[config.mk]
export PLATFORM = sky130hd
export DESIGN_NAME = fan_pwm_gen
export DESIGN_NICKNAME = d
export VERILOG_FILES = /design/src/rtl/fanpwm_pkg.sv /design/src/rtl/fanpwm_prescale.sv /design/src/rtl/fanpwm_chan.sv /design/src/rtl/fan_pwm_gen.sv
export SDC_FILE = /design/constraint.sdc
export NUM_CORES = 1
export LEC_CHECK = 0
export BUFFER_PORTS_ARGS = -buffer_cell sky130_fd_sc_hd__clkbuf_2
export CORE_ASPECT_RATIO = 0.8
export CORE_MARGIN = 10
export CORE_UTILIZATION = 38
export CTS_CLUSTER_SIZE = 25
export DETAILED_ROUTE_END_ITERATION = 8
export PLACE_DENSITY_LB_ADDON = 0.15
export SLEW_MARGIN = 10
export SYNTH_ARGS = -nofsm -noshare
export SYNTH_HDL_FRONTEND = slang
export SYNTH_HIERARCHICAL = 1
export SYNTH_SLANG_ARGS = --single-unit
[constraint.sdc]
create_clock -name clk -period 2.9 [get_ports clk]
set_input_delay 0.435 -clock clk [delete_from_list [all_inputs] [get_ports clk]]
set_output_delay 0.435 -clock clk [all_outputs]
set_load 0.01 [all_outputs]
[src/rtl/fanpwm_pkg.sv]
package fanpwm_pkg;

  localparam logic [3:0] ADDR_MODE   = 4'h0;
  localparam logic [3:0] ADDR_FANCTL = 4'h1;
  localparam logic [3:0] ADDR_CLK2   = 4'h2;
  localparam logic [3:0] ADDR_DUTY0  = 4'h4;

  // shared mode register layout
  typedef struct packed {
    logic       act_high;
    logic [2:0] clk_sel;
    logic       min_en;
    logic [2:0] force_on;
  } mode_t;

  // reference-clock cycles per duty step for each select code
  function automatic int unsigned step_div(input logic [2:0] sel, input int unsigned slow_div);
    case (sel)
      3'd0:    return 1;
      3'd1:    return 2;
      3'd2:    return 4;
      3'd3:    return 6;
      3'd4:    return 8;
      3'd5:    return 16;
      3'd6:    return 32;
      default: return slow_div;
    endcase
  endfunction

endpackage

[src/rtl/fanpwm_prescale.sv]
module fanpwm_prescale
  import fanpwm_pkg::*;
#(
  parameter int SLOW_DIV = 938
) (
  input  logic       clk,
  input  logic       rst_n,
  input  logic [2:0] sel_i,
  output logic       tick_o
);
  localparam int MAX_DIV = (SLOW_DIV > 32) ? SLOW_DIV : 32;
  localparam int CW      = $clog2(MAX_DIV);

  logic [CW-1:0] cnt_q, cnt_d, last_cnt;

  always_comb begin
    last_cnt = CW'(step_div(sel_i, SLOW_DIV) - 1);
    tick_o   = (cnt_q >= last_cnt);
    cnt_d    = tick_o ? '0 : cnt_q + 1'b1;
  end

  always_ff @(posedge clk or negedge rst_n) begin
    if (!rst_n) cnt_q <= '0;
    else        cnt_q <= cnt_d;
  end

  // any divide other than 1 never gives back-to-back ticks
  a_r2_tick_gap: assert property (@(posedge clk) disable iff (!rst_n)
    (tick_o && sel_i != 3'd0) |=> (!tick_o || sel_i == 3'd0));

endmodule

[src/rtl/fanpwm_chan.sv]
module fanpwm_chan #(
  parameter int DUTY_BITS = 7
) (
  input  logic       clk,
  input  logic       rst_n,
  input  logic       tick_i,
  input  logic       smart_i,
  input  logic       force_i,
  input  logic       act_high_i,
  input  logic       min_en_i,
  input  logic       ext_sel_i,
  input  logic [7:0] reg_duty_i,
  input  logic [7:0] ext_duty_i,
  output logic       pwm_o
);
  localparam int                   FULL    = (1 << DUTY_BITS) - 1;
  localparam logic [DUTY_BITS-1:0] FS      = DUTY_BITS'(FULL);
  localparam logic [7:0]           FS8     = 8'(FULL);
  localparam logic [DUTY_BITS-1:0] MIN_D   = DUTY_BITS'((FULL * 20) / 100);

  logic [DUTY_BITS-1:0] cnt_q, cnt_d, duty_q, duty_d;
  logic [DUTY_BITS-1:0] duty_sat, duty_eff;
  logic [7:0]           duty_raw;
  logic                 wrap, active, pwm_d;

  // duty source, saturation and floor
  always_comb begin
    duty_raw = ext_sel_i ? ext_duty_i : reg_duty_i;
    duty_sat = (duty_raw >= FS8) ? FS : duty_raw[DUTY_BITS-1:0];
    duty_eff = (min_en_i && duty_sat < MIN_D) ? MIN_D : duty_sat;
  end

  // period counter and duty shadow, both advanced by the tick enable
  always_comb begin
    wrap   = tick_i && (cnt_q == FS);
    cnt_d  = cnt_q;
    duty_d = duty_q;
    if (tick_i) cnt_d = wrap ? '0 : cnt_q + 1'b1;
    if (wrap)   duty_d = duty_eff;
  end

  always_comb begin
    if (smart_i) active = (duty_q == FS) || (cnt_q < duty_q);
    else         active = force_i;
    pwm_d = act_high_i ? active : !active;
  end

  always_ff @(posedge clk or negedge rst_n) begin
    if (!rst_n) begin
      cnt_q  <= '0;
      duty_q <= '0;
      pwm_o  <= 1'b1;
    end else begin
      cnt_q  <= cnt_d;
      duty_q <= duty_d;
      pwm_o  <= pwm_d;
    end
  end

  a_r7_shadow_hold: assert property (@(posedge clk) disable iff (!rst_n)
    !wrap |=> $stable(duty_q));
  a_r6_floor: assert property (@(posedge clk) disable iff (!rst_n)
    (wrap && min_en_i) |=> (duty_q >= MIN_D));
  a_r5_forced: assert property (@(posedge clk) disable iff (!rst_n)
    !smart_i |=> (pwm_o == $past(force_i ~^ act_high_i)));
  a_r3_full_on: assert property (@(posedge clk) disable iff (!rst_n)
    (smart_i && duty_q == FS) |=> (pwm_o == $past(act_high_i)));
  a_r3_zero_off: assert property (@(posedge clk) disable iff (!rst_n)
    (smart_i && duty_q == '0) |=> (pwm_o == !$past(act_high_i)));

endmodule

[src/rtl/fan_pwm_gen.sv]
module fan_pwm_gen
  import fanpwm_pkg::*;
#(
  parameter int NUM_FANS  = 3,
  parameter int DUTY_BITS = 7,
  parameter int SLOW_DIV  = 938,
  parameter bit SEP_CLK2  = 1'b1
) (
  input  logic                  clk,
  input  logic                  rst_n,
  input  logic                  wr_en,
  input  logic [3:0]            wr_addr,
  input  logic [7:0]            wr_data,
  input  logic [8*NUM_FANS-1:0] ext_duty,
  output logic [NUM_FANS-1:0]   pwm_out
);
  localparam bit HAS_CLK2 = SEP_CLK2 && (NUM_FANS > 1);

  // asynchronous assert, synchronous release
  logic rst_meta_q, rst_sync_n;
  always_ff @(posedge clk or negedge rst_n) begin
    if (!rst_n) begin
      rst_meta_q <= 1'b0;
      rst_sync_n <= 1'b0;
    end else begin
      rst_meta_q <= 1'b1;
      rst_sync_n <= rst_meta_q;
    end
  end

  mode_t                     mode_q, mode_d;
  logic [NUM_FANS-1:0]       smart_q, smart_d, xsel_q, xsel_d;
  logic [NUM_FANS-1:0][7:0]  duty_q, duty_d;
  logic                      tick_main, tick_alt;

  always_comb begin
    mode_d  = mode_q;
    smart_d = smart_q;
    xsel_d  = xsel_q;
    duty_d  = duty_q;
    if (wr_en) begin
      if (wr_addr == ADDR_MODE) mode_d = mode_t'(wr_data);
      if (wr_addr == ADDR_FANCTL) begin
        smart_d = wr_data[NUM_FANS-1:0];
        xsel_d  = wr_data[4 +: NUM_FANS];
      end
      for (int f = 0; f < NUM_FANS; f++)
        if (wr_addr == ADDR_DUTY0 + 4'(f)) duty_d[f] = wr_data;
    end
  end

  always_ff @(posedge clk or negedge rst_sync_n) begin
    if (!rst_sync_n) begin
      mode_q  <= '0;
      smart_q <= '0;
      xsel_q  <= '0;
      duty_q  <= '0;
    end else begin
      mode_q  <= mode_d;
      smart_q <= smart_d;
      xsel_q  <= xsel_d;
      duty_q  <= duty_d;
    end
  end

  fanpwm_prescale #(.SLOW_DIV(SLOW_DIV)) u_pre_main (
    .clk    (clk),
    .rst_n  (rst_sync_n),
    .sel_i  (mode_q.clk_sel),
    .tick_o (tick_main)
  );

  generate
    if (HAS_CLK2) begin : g_clk2
      logic [2:0] sel2_q, sel2_d;
      always_comb sel2_d = (wr_en && wr_addr == ADDR_CLK2) ? wr_data[6:4] : sel2_q;
      always_ff @(posedge clk or negedge rst_sync_n) begin
        if (!rst_sync_n) sel2_q <= '0;
        else             sel2_q <= sel2_d;
      end
      fanpwm_prescale #(.SLOW_DIV(SLOW_DIV)) u_pre_f2 (
        .clk    (clk),
        .rst_n  (rst_sync_n),
        .sel_i  (sel2_q),
        .tick_o (tick_alt)
      );
    end else begin : g_shared_clk
      assign tick_alt = tick_main;
    end
  endgenerate

  for (genvar f = 0; f < NUM_FANS; f++) begin : g_fan
    fanpwm_chan #(.DUTY_BITS(DUTY_BITS)) u_chan (
      .clk        (clk),
      .rst_n      (rst_sync_n),
      .tick_i     ((f == 1) ? tick_alt : tick_main),
      .smart_i    (smart_q[f]),
      .force_i    (mode_q.force_on[f]),
      .act_high_i (mode_q.act_high),
      .min_en_i   (mode_q.min_en),
      .ext_sel_i  (xsel_q[f]),
      .reg_duty_i (duty_q[f]),
      .ext_duty_i (ext_duty[8*f +: 8]),
      .pwm_o      (pwm_out[f])
    );
  end

endmodule

==> flow_metrics.tcl, run 1 <==
set metrics [dict create \
    cp.arrival_ps 2950 \
    yosysWarningCount 6 \
    first_pass_iters 4 \
    finalClockSkew_ps 10.6 \
    antenna_found_initial 0 \
    antenna_left 0 \
    relSlewSlack 0.455 \
    grt_max_degree 43 \
    grt_pass1_vias 4623 \
    fp.dieArea_um2 22700 \
    num_rows 42 \
    wirelength_um 14400 \
    synth_seq_cells 108 \
    critPathTopFamily "simple AND/OR/NAND/NOR gates" \
    cts_sinks 108 \
    cellPowerDensity_nw_per_um2 733 \
    avgSynthCellArea_um2 11.3 \
    worstPathRequired_ps 3140 \
    multi_input_area_um2 3560 \
    via_per_inst 5.38 \
    synth_top_area_frac 0.405 \
    path_buf_inv 0 \
    r2r_end "g_fan[1].u_chan/cnt_q[0]" \
    num-fill-cells 1587 \
    synth_largest_area_cell "dfrtp_1" \
    synth_xor_area_frac 0.0486 \
    ctsLongestPathBuffers 2 \
    synth.most_common_cell "dfrtp_1" \
    grt_overflow 0 \
    place.gp.congestion 0.836 \
    clockPowerShare 0.224 \
    internal-power_uw 3370 \
    core-area_um2 16700 \
    critPathCaptureType "flop" \
    p_sw_uw 1940 \
    cts_tree "yes" \
    critPathMaxStageDelay_ps 470 \
    cp_max_fo 11 \
    switching_share 0.366 \
    crit_start "g_clk2.sel2_q[1]" \
    antenna_cells 0 \
    dieHeight_um 137 \
    syn2layout_area_growth_pct 11.6 \
    worstSetupPathType "flop to flop" \
    nets 704 \
    numCtsBuffers 9 \
    setup_slack_ps 187 \
    portBuffers 41 \
    cts_setup_buffers 0 \
    ioPinCount 42 \
    tns_ps 0 \
    die-width_um 166 \
    tightest_slew_ps 818 \
    period_share 0.936 \
    synth-compound-area-share 0.113 \
    syn-num-nets 657 \
    synth_area_um2 6490 \
    grtUsageTotal 0.129 \
    clk_pin_slew_ps 70 \
    synth_edf_count 0 \
    drive_above_1_share 0.293 \
    vias 4559 \
    synthCells 575 \
    dp_hpwl_um 11200 \
    period_minus_slack_ps 2710 \
    drt-wirelength-per-cell_um 17.0 \
    combPwrFrac 0.329 \
    finalMaxSlewViolations 0 \
    yosys.area_share.adder 0.0829 \
    synthSimpleGateAreaFrac 0.176 \
    rrSetupSlack_ps 190 \
    critical_path.endpoint "g_fan[1].u_chan/cnt_q[0]" \
    setup_viol 0 \
    drc 0 \
    status "finished, final reports clean" \
    drt_iter0_drc 256 \
    hold_viol 0 \
    cp.depth 11 \
    worstSetupStartpointType "flop" \
    synth_seq_area_share 0.417 \
    rr_worst_depth 11 \
    ir_drop_uv 339 \
    synth.area.top_cells "dfrtp_1, mux2_2, ha_1, xnor2_1, nand3_1" \
    synth_top_family_by_area "simple AND/OR/NAND/NOR gates" \
    path_cells "or3_1 -> ha_1 -> nand2b_1 -> a21oi_1 -> o31ai_2 -> or2_2 -> nand4_2 -> nor2_2 -> and2_4 -> nor2_1 -> mux2_2" \
    cts-root-buf "clkbuf_16" \
    maxCapViolCount 0 \
    htree_num_levels 3 \
    ys.flop_type "dfrtp_1" \
    grt_pass1_wl_um 24300 \
    p_leak_uw 0.00321 \
    clk_latency_ps 350 \
    crit_path_top_delay_cell "dfrtp_2" \
    seq_power_share 0.447 \
    yosys-top-cells-count "dfrtp_1, mux2_2, ha_1" \
    place_ws_ps 20.1 \
    hp-class "flop to asynchronous set/reset pin" \
    synth_cell_type_count 55 \
    initial_core_util 0.390 \
    fmax_ghz 0.369 \
    async_reset_ff_frac 1.00 \
    synth_mux_area_frac 0.122 \
    register_area_um2 2710 \
    rr_startpoint "g_clk2.sel2_q[1]" \
]
[worst min-delay path by stage]
stage,startpoint,to
2_1_floorplan,rst_n,rst_meta_q
3_3_place_gp,rst_n,rst_meta_q
3_5_place_dp,rst_n,rst_meta_q
4_1_cts,rst_sync_n,g_fan[1].u_chan/cnt_q[6]
5_1_grt,rst_sync_n,g_fan[1].u_chan/cnt_q[6]
6_report,rst_sync_n,g_fan[1].u_chan/cnt_q[6]
[layer usage]
| layer | global-route usage | wire (um) | vias up | share of wire |
|---|---|---|---|---|
| li1 | - | - | 2220 | - |
| met1 | 0.179 | 7570 | 2268 | 0.52 |
| met2 | 0.201 | 6250 | 59 | 0.43 |
| met3 | 0.0301 | 489 | 12 | 0.034 |
| met4 | 0.0290 | 108 | 0 | 0.0075 |
| met5 | 0 | 0 | - | 0 |
[power groups by stage]
stage | Clock [uW] | Combinational, uW | Sequential, uW
detailed placement | 0 | 1750 | 2400
CTS | 1230 | 1760 | 2380
global placement | 0 | 1710 | 2390
floorplan | 0 | 1450 | 2220
finish | 1190 | 1750 | 2370
global route | 1290 | 1980 | 2440
[metrics by stage]
stage,total power [uW],util,hold slack (ps),cell area [um^2],std cells
after detailed placement,4150,0.416,226,6930,830
final,5310,0.435,320,7240,847
after global routing,5720,0.435,376,7240,847
after floorplan,3660,-,139,6490,575
after CTS,5360,0.433,359,7220,847
after global placement,4100,0.416,220,6930,830
[sequential cells by signal, summed over array words and instances, names as in the netlist, 3 cells and up]
register / flops
g_fan.u_chan/pwm_o: 3
g_fan.u_chan/duty_q: 21
duty_q: 24
mode_q: 8
g_clk2.u_pre_f2/cnt_q: 10
xsel_q: 3
smart_q: 3
u_pre_main/cnt_q: 10
g_fan.u_chan/cnt_q: 21
g_clk2.sel2_q: 3
[cell families (layout without fill, tap and decap cells)]
| logic type | count (synthesis) | after routing |
|---|---|---|
| and+or+nand+nor | 185 | 185 |
| xor gates and xnor gates | 36 | 36 |
| DFF | 108 | 108 |
| other | 3 | 3 |
| buffers and inverters | 46 | 98 |
| adders and majority gates | 43 | 43 |
| AOI/OAI and AO/OA | 84 | 84 |
| muxes | 70 | 70 |
[layout make-up]
type	instances	share of cell area
clock buffer	12	0.0340
clock inverter	4	0.00466
sequential	108	0.374
multi-input combinational	421	0.491
tap	220	0.0380
inverter	26	0.0135
timing repair buffer	56	0.0442
[placed cells by master (no fill, tap or decap), types with 4 or more instances in the layout]
| cell type | count |
|---|---|
| a211oi_1 | 9 |
| a21oi_1 | 14 |
| a31oi_1 | 9 |
| buf_4 | 14 |
| clkbuf_16 | 9 |
| clkbuf_2 | 41 |
| dfrtp_1 | 103 |
| ha_1 | 43 |
| inv_1 | 26 |
| mux2_2 | 50 |
| mux2i_1 | 14 |
| nand2_1 | 33 |
| nand2b_1 | 12 |
| nand3_1 | 33 |
| nand4_1 | 18 |
| nor2_1 | 31 |
| nor3_1 | 4 |
| nor3_2 | 16 |
| o21a_1 | 5 |
| o21ai_0 | 5 |
| o32ai_2 | 6 |
| xnor2_1 | 21 |
| xor2_1 | 15 |
[what timing repair did]
item,in CTS,in global routing
endpoints found under the setup margin,0,16
gates resized for setup,0,9
endpoints found under the hold margin,2,0
hold buffers,1,0
No activity file was read; power rests on OpenSTA's default activity.
==> run 2: changes to the inputs <==
BUFFER_PORTS_ARGS = -buffer_cell sky130_fd_sc_hd__buf_4   (was -buffer_cell sky130_fd_sc_hd__clkbuf_2)
==> flow_metrics.tcl, run 2 (synthesis results as in run 1) <==
set metrics [dict create \
    status "finished, final reports clean" \
    ctsLongestPathBuffers 2 \
    via_per_inst 5.39 \
    ioPinCount 42 \
    antenna_left 0 \
    cts_sinks 108 \
    numCtsBuffers 9 \
    critPathMaxStageDelay_ps 390 \
    rrSetupSlack_ps 230 \
    worstPathRequired_ps 3140 \
    grt_pass1_wl_um 24800 \
    rsz0062_at_grt "no" \
    drive_above_1_share 0.299 \
    cts-root-buf "clkbuf_16" \
    place.gp.congestion 0.859 \
    clk_pin_slew_ps 80 \
    stdcell_area_um2 7370 \
    crit_path_top_delay_cell "dfrtp_1" \
    vias 4557 \
    maxCapViolCount 0 \
    critical_path.endpoint "g_fan[0].u_chan/cnt_q[0]" \
    largestRegisters "duty_q x24, g_fan.u_chan/cnt_q x21, g_fan.u_chan/duty_q x21" \
    antenna_found_initial 0 \
    hp-class "flop to asynchronous set/reset pin" \
    rr_startpoint "mode_q[4]" \
    place_inst 829 \
    grt_overflow 0 \
    cp.arrival_ps 2910 \
    cp_max_fo 9 \
    critPathCaptureType "flop" \
    tns_ps 0 \
    layout.cells.non_filler 846 \
    dieHeight_um 137 \
    num-fill-cells 1589 \
    grtUsageTotal 0.133 \
    holdWs_ps 346 \
    final_common_cell "dfrtp_1" \
    ir_drop_uv 302 \
    cellPowerDensity_nw_per_um2 730 \
    path_cells "buf_4 -> inv_1 -> nand3_1 -> ha_1 -> nand4_1 -> o31ai_2 -> or2_4 -> nand4_2 -> nor2_2 -> and2_2 -> nor2_1 -> mux2_2" \
    portBuffers 41 \
    htree_num_levels 3 \
    dp_hpwl_um 11200 \
    drc 0 \
    multi_input_area_um2 3570 \
    antenna_cells 0 \
    core-area_um2 16700 \
    nets 703 \
    rr_worst_depth 12 \
    cts_setup_buffers 0 \
    hold_viol 0 \
    fmax_ghz 0.375 \
    period_share 0.920 \
    tightest_slew_ps 796 \
    register_area_um2 2710 \
    finalMaxSlewViolations 0 \
    largest_reg_flops 24 \
    relSlewSlack 0.470 \
    wirelength_um 14800 \
    first_pass_iters 4 \
    grt_pass1_vias 4750 \
    final_core_util 0.442 \
    finalClockSkew_ps 7.77 \
    clk_latency_ps 360 \
    drt_iter0_drc 274 \
    num_rows 42 \
    fp.dieArea_um2 22700 \
    top_register "duty_q" \
    p_leak_uw 0.00322 \
    worstSetupPathType "flop to flop" \
    die-width_um 166 \
    worstSetupStartpointType "flop" \
    period_minus_slack_ps 2670 \
    syn2layout_area_growth_pct 13.6 \
    setup_viol 0 \
    grt_max_degree 66 \
    initial_core_util 0.390 \
    drt-wirelength-per-cell_um 17.4 \
    layout_common_cells "dfrtp_1, buf_4, mux2_2, ha_1, nand3_1" \
    crit_start "mode_q[4]" \
    cts_tree "yes" \
    placed_area_um2 7040 \
    r2r_end "g_fan[0].u_chan/cnt_q[0]" \
]
==> run 2: cell count changes in the layout (fill, tap and decap cells not counted), sizes merged <==
cell,before,now
clkinv,3,4
clkbuf,53,9
clkinvlp,0,1
buf,14,54
inv,27,28
==> run 2: area by class of cell <==
type                       count  share of cell area
inverter                      26              0.0132
timing repair buffer          55              0.0581
clock inverter                 7             0.00849
sequential                   108               0.368
clock buffer                   9              0.0306
tap                          220              0.0373
multi-input combinational    421               0.484
==> run 2: where the power goes <==
| part | internal, uW | switching [uW] | total (uW) |
|---|---|---|---|
| Sequential | 1860 | 528 | 2390 |
| Clock | 598 | 592 | 1190 |
| Combinational | 928 | 877 | 1800 |
| Total | 3390 | 2000 | 5380 |
==> run 2: worst min-delay path by stage <==
stage / start / endpoint / slack, ps / cells past startpoint
5_1_grt: wr_data[3] / duty_q[19] / 350 / 2
4_1_cts: wr_data[7] / duty_q[7] / 340 / 2
3_5_place_dp: rst_n / rst_meta_q / 220 / 1
3_3_place_gp: rst_n / rst_meta_q / 220 / 1
6_report: rst_sync_n / g_fan[1].u_chan/cnt_q[1] / 350 / 0
2_1_floorplan: rst_n / rst_meta_q / 140 / 0
==> run 2: stage by stage <==
stage	total power [uW]	setup WS [ps]
floorplan	3660	146
global placement	4130	159
detailed placement	4200	119
CTS	5420	95.2
global route	5800	15.4
finish	5380	232
==> run 2: routing by layer <==
metal  vias to the layer above  GRT usage  share of wire
li1                       2206          -              -
met1                      2251      0.181           0.50
met2                        86      0.210           0.45
met3                        14     0.0307          0.045
met4                         0     0.0368          0.012
met5                         -          0              0
==> run 2: worst max-delay path, delay by kind of cell (launching register included) <==
kind                       cells  cell delay [ps]
and+or+nand+nor                7             1070
DFF                            1              390
adders and majority gates      1              310
AOI/OAI and AO/OA              1              270
muxes                          1              250
buffers and inverters          2              240
==> run 2: repair_timing <==
| action | 4_1_cts | 5_1_grt |
|---|---|---|
| endpoints found under the hold margin | 2 | 0 |
| setup endpoints to repair | 0 | 18 |
| gates resized for setup | 0 | 12 |
| hold buffers | 1 | 0 |
==> run 3: changes to the inputs <==
CELL_PAD_IN_SITES_DETAIL_PLACEMENT = 1   (was unset)
CELL_PAD_IN_SITES_GLOBAL_PLACEMENT = 1   (was unset)
SETUP_SLACK_MARGIN = 0.3   (was unset)
==> flow_metrics.tcl, run 3 (synthesis results as in run 1) <==
set metrics [dict create \
    hold_depth 0 \
    cts-root-buf "clkbuf_16" \
    dieHeight_um 137 \
    hp-class "flop to flop" \
    crit_start "g_clk2.sel2_q[0]" \
    largestRegisters "duty_q x24, g_fan.u_chan/cnt_q x21, g_fan.u_chan/duty_q x21" \
    num_rows 42 \
    portBuffers 41 \
    grt_pass1_vias 4940 \
    power_uw 6000 \
    grtUsageTotal 0.146 \
    htree_num_levels 3 \
    drive_above_1_share 0.367 \
    period_minus_slack_ps 2670 \
    place.gp.congestion 0.849 \
    register_area_um2 2720 \
    rsz0062_at_grt "yes" \
    cp.arrival_ps 2920 \
    fmax_ghz 0.374 \
    num-fill-cells 1765 \
    via_per_inst 5.36 \
    antenna_cells 0 \
    antenna_left 0 \
    final_common_cell "dfrtp_1" \
    worstHoldStart "rst_meta_q" \
    hold_viol 0 \
    cp_max_fo 5 \
    tns_ps 0 \
    worstPathRequired_ps 3140 \
    grt_max_degree 57 \
    fp.dieArea_um2 22700 \
    critPathCaptureType "flop" \
    drc 0 \
    dp_hpwl_um 11900 \
    finalClockSkew_ps 10.8 \
    first_pass_iters 4 \
    relSlewSlack 0.446 \
    cts_sinks 108 \
    finalMaxSlewViolations 0 \
    cellPowerDensity_nw_per_um2 762 \
    r2r_end "g_fan[1].u_chan/cnt_q[0]" \
    status "finished, final reports clean" \
    ioPinCount 42 \
    ir_drop_uv 356 \
    worstSetupStartpointType "flop" \
    rrSetupSlack_ps 230 \
    numCtsBuffers 9 \
    setup_viol 0 \
    ctsLongestPathBuffers 2 \
    top_register "duty_q" \
    multi_input_area_um2 3750 \
    holdWs_ps 359 \
    p_leak_uw 0.00345 \
    drt_iter0_drc 261 \
    rr_startpoint "g_clk2.sel2_q[0]" \
    nets 731 \
    wirelength_um 16300 \
    period_share 0.922 \
    drt-wirelength-per-cell_um 18.6 \
    layout_common_cells "dfrtp_1, buf_4, mux2_2, ha_1, nand3_1" \
    grt_overflow 0 \
    antenna_found_initial 0 \
    hold_end "rst_sync_n" \
    cts_tree "yes" \
    initial_core_util 0.390 \
    die-width_um 166 \
    worstSetupPathType "flop to flop" \
    core-area_um2 16700 \
    grt_pass1_wl_um 27200 \
    rr_worst_depth 11 \
    tightest_slew_ps 830 \
    largest_reg_flops 24 \
    syn2layout_area_growth_pct 21.2 \
    clk_latency_ps 360 \
    clk_pin_slew_ps 80 \
    vias 4689 \
    maxCapViolCount 0 \
]
## run 3: changes by cell type in the layout (fill, tap and decap cells not counted), sizes merged
cell,previous run,this run
clkbuf,9,10
and2,3,4
buf,54,81
bufinv,0,3
clkinv,4,0
## run 3: worst max path at each step
stage | slack [ps] | depth (start not counted) | end
detailed placement | 10 | 11 | g_fan[1].u_chan/cnt_q[0]
floorplan | 280 | 13 | g_fan[0].u_chan/duty_q[0]
global placement | 110 | 11 | g_fan[1].u_chan/cnt_q[0]
finish | 230 | 11 | g_fan[1].u_chan/cnt_q[0]
global route | 80 | 12 | g_fan[0].u_chan/duty_q[5]
CTS | 280 | 11 | g_fan[1].u_chan/cnt_q[0]
## run 3: cell type report
class / instances / share of cell area
multi-input cells: 422 / 0.477
flip-flops and latches: 108 / 0.345
repair buffers: 82 / 0.0851
well taps: 220 / 0.0350
clock buffers: 10 / 0.0304
clock inverters: 6 / 0.0149
inverters: 26 / 0.0124
## run 3: critical path, stage by stage, from the launching register on
cell and delay [ps]:
dfrtp_2 440, or3_4 410, ha_4 270, nand2b_4 120, a21oi_4 50, o31ai_2 240
or2_4 200, nand4_4 120, nor2_4 200, and2_4 210, nor2_1 50, mux2_4 250
## run 3: metrics by stage
stage,instance area (um^2),setup WS [ps],utilization,cells
floorplan,6540,276,-,575
global placement,7030,111,0.422,824
detailed placement,7030,10.8,0.422,824
CTS,7570,283,0.455,857
global route,7870,83.0,0.472,874
finish,7870,226,0.472,874
## run 3: timing repair
item	in CTS	in global routing
cloned	0	1
hold buffers	1	0
endpoints found under the setup margin	18	30
hold endpoints to repair	2	0
resized for setup	13	34
pin swaps	3	20
buffers inserted	16	16
## run 3: where the power goes
| part | switching, uW | internal [uW] |
|---|---|---|
| Sequential | 550 | 1860 |
| Combinational | 997 | 1140 |
| Clock | 576 | 877 |
## run 3: layer usage
layer	routed length [um]	vias to the layer above	GRT usage
li1	-	2274	-
met1	8200	2352	0.202
met2	7420	52	0.226
met3	487	11	0.0310
met4	165	0	0.0417
met5	0	-	0
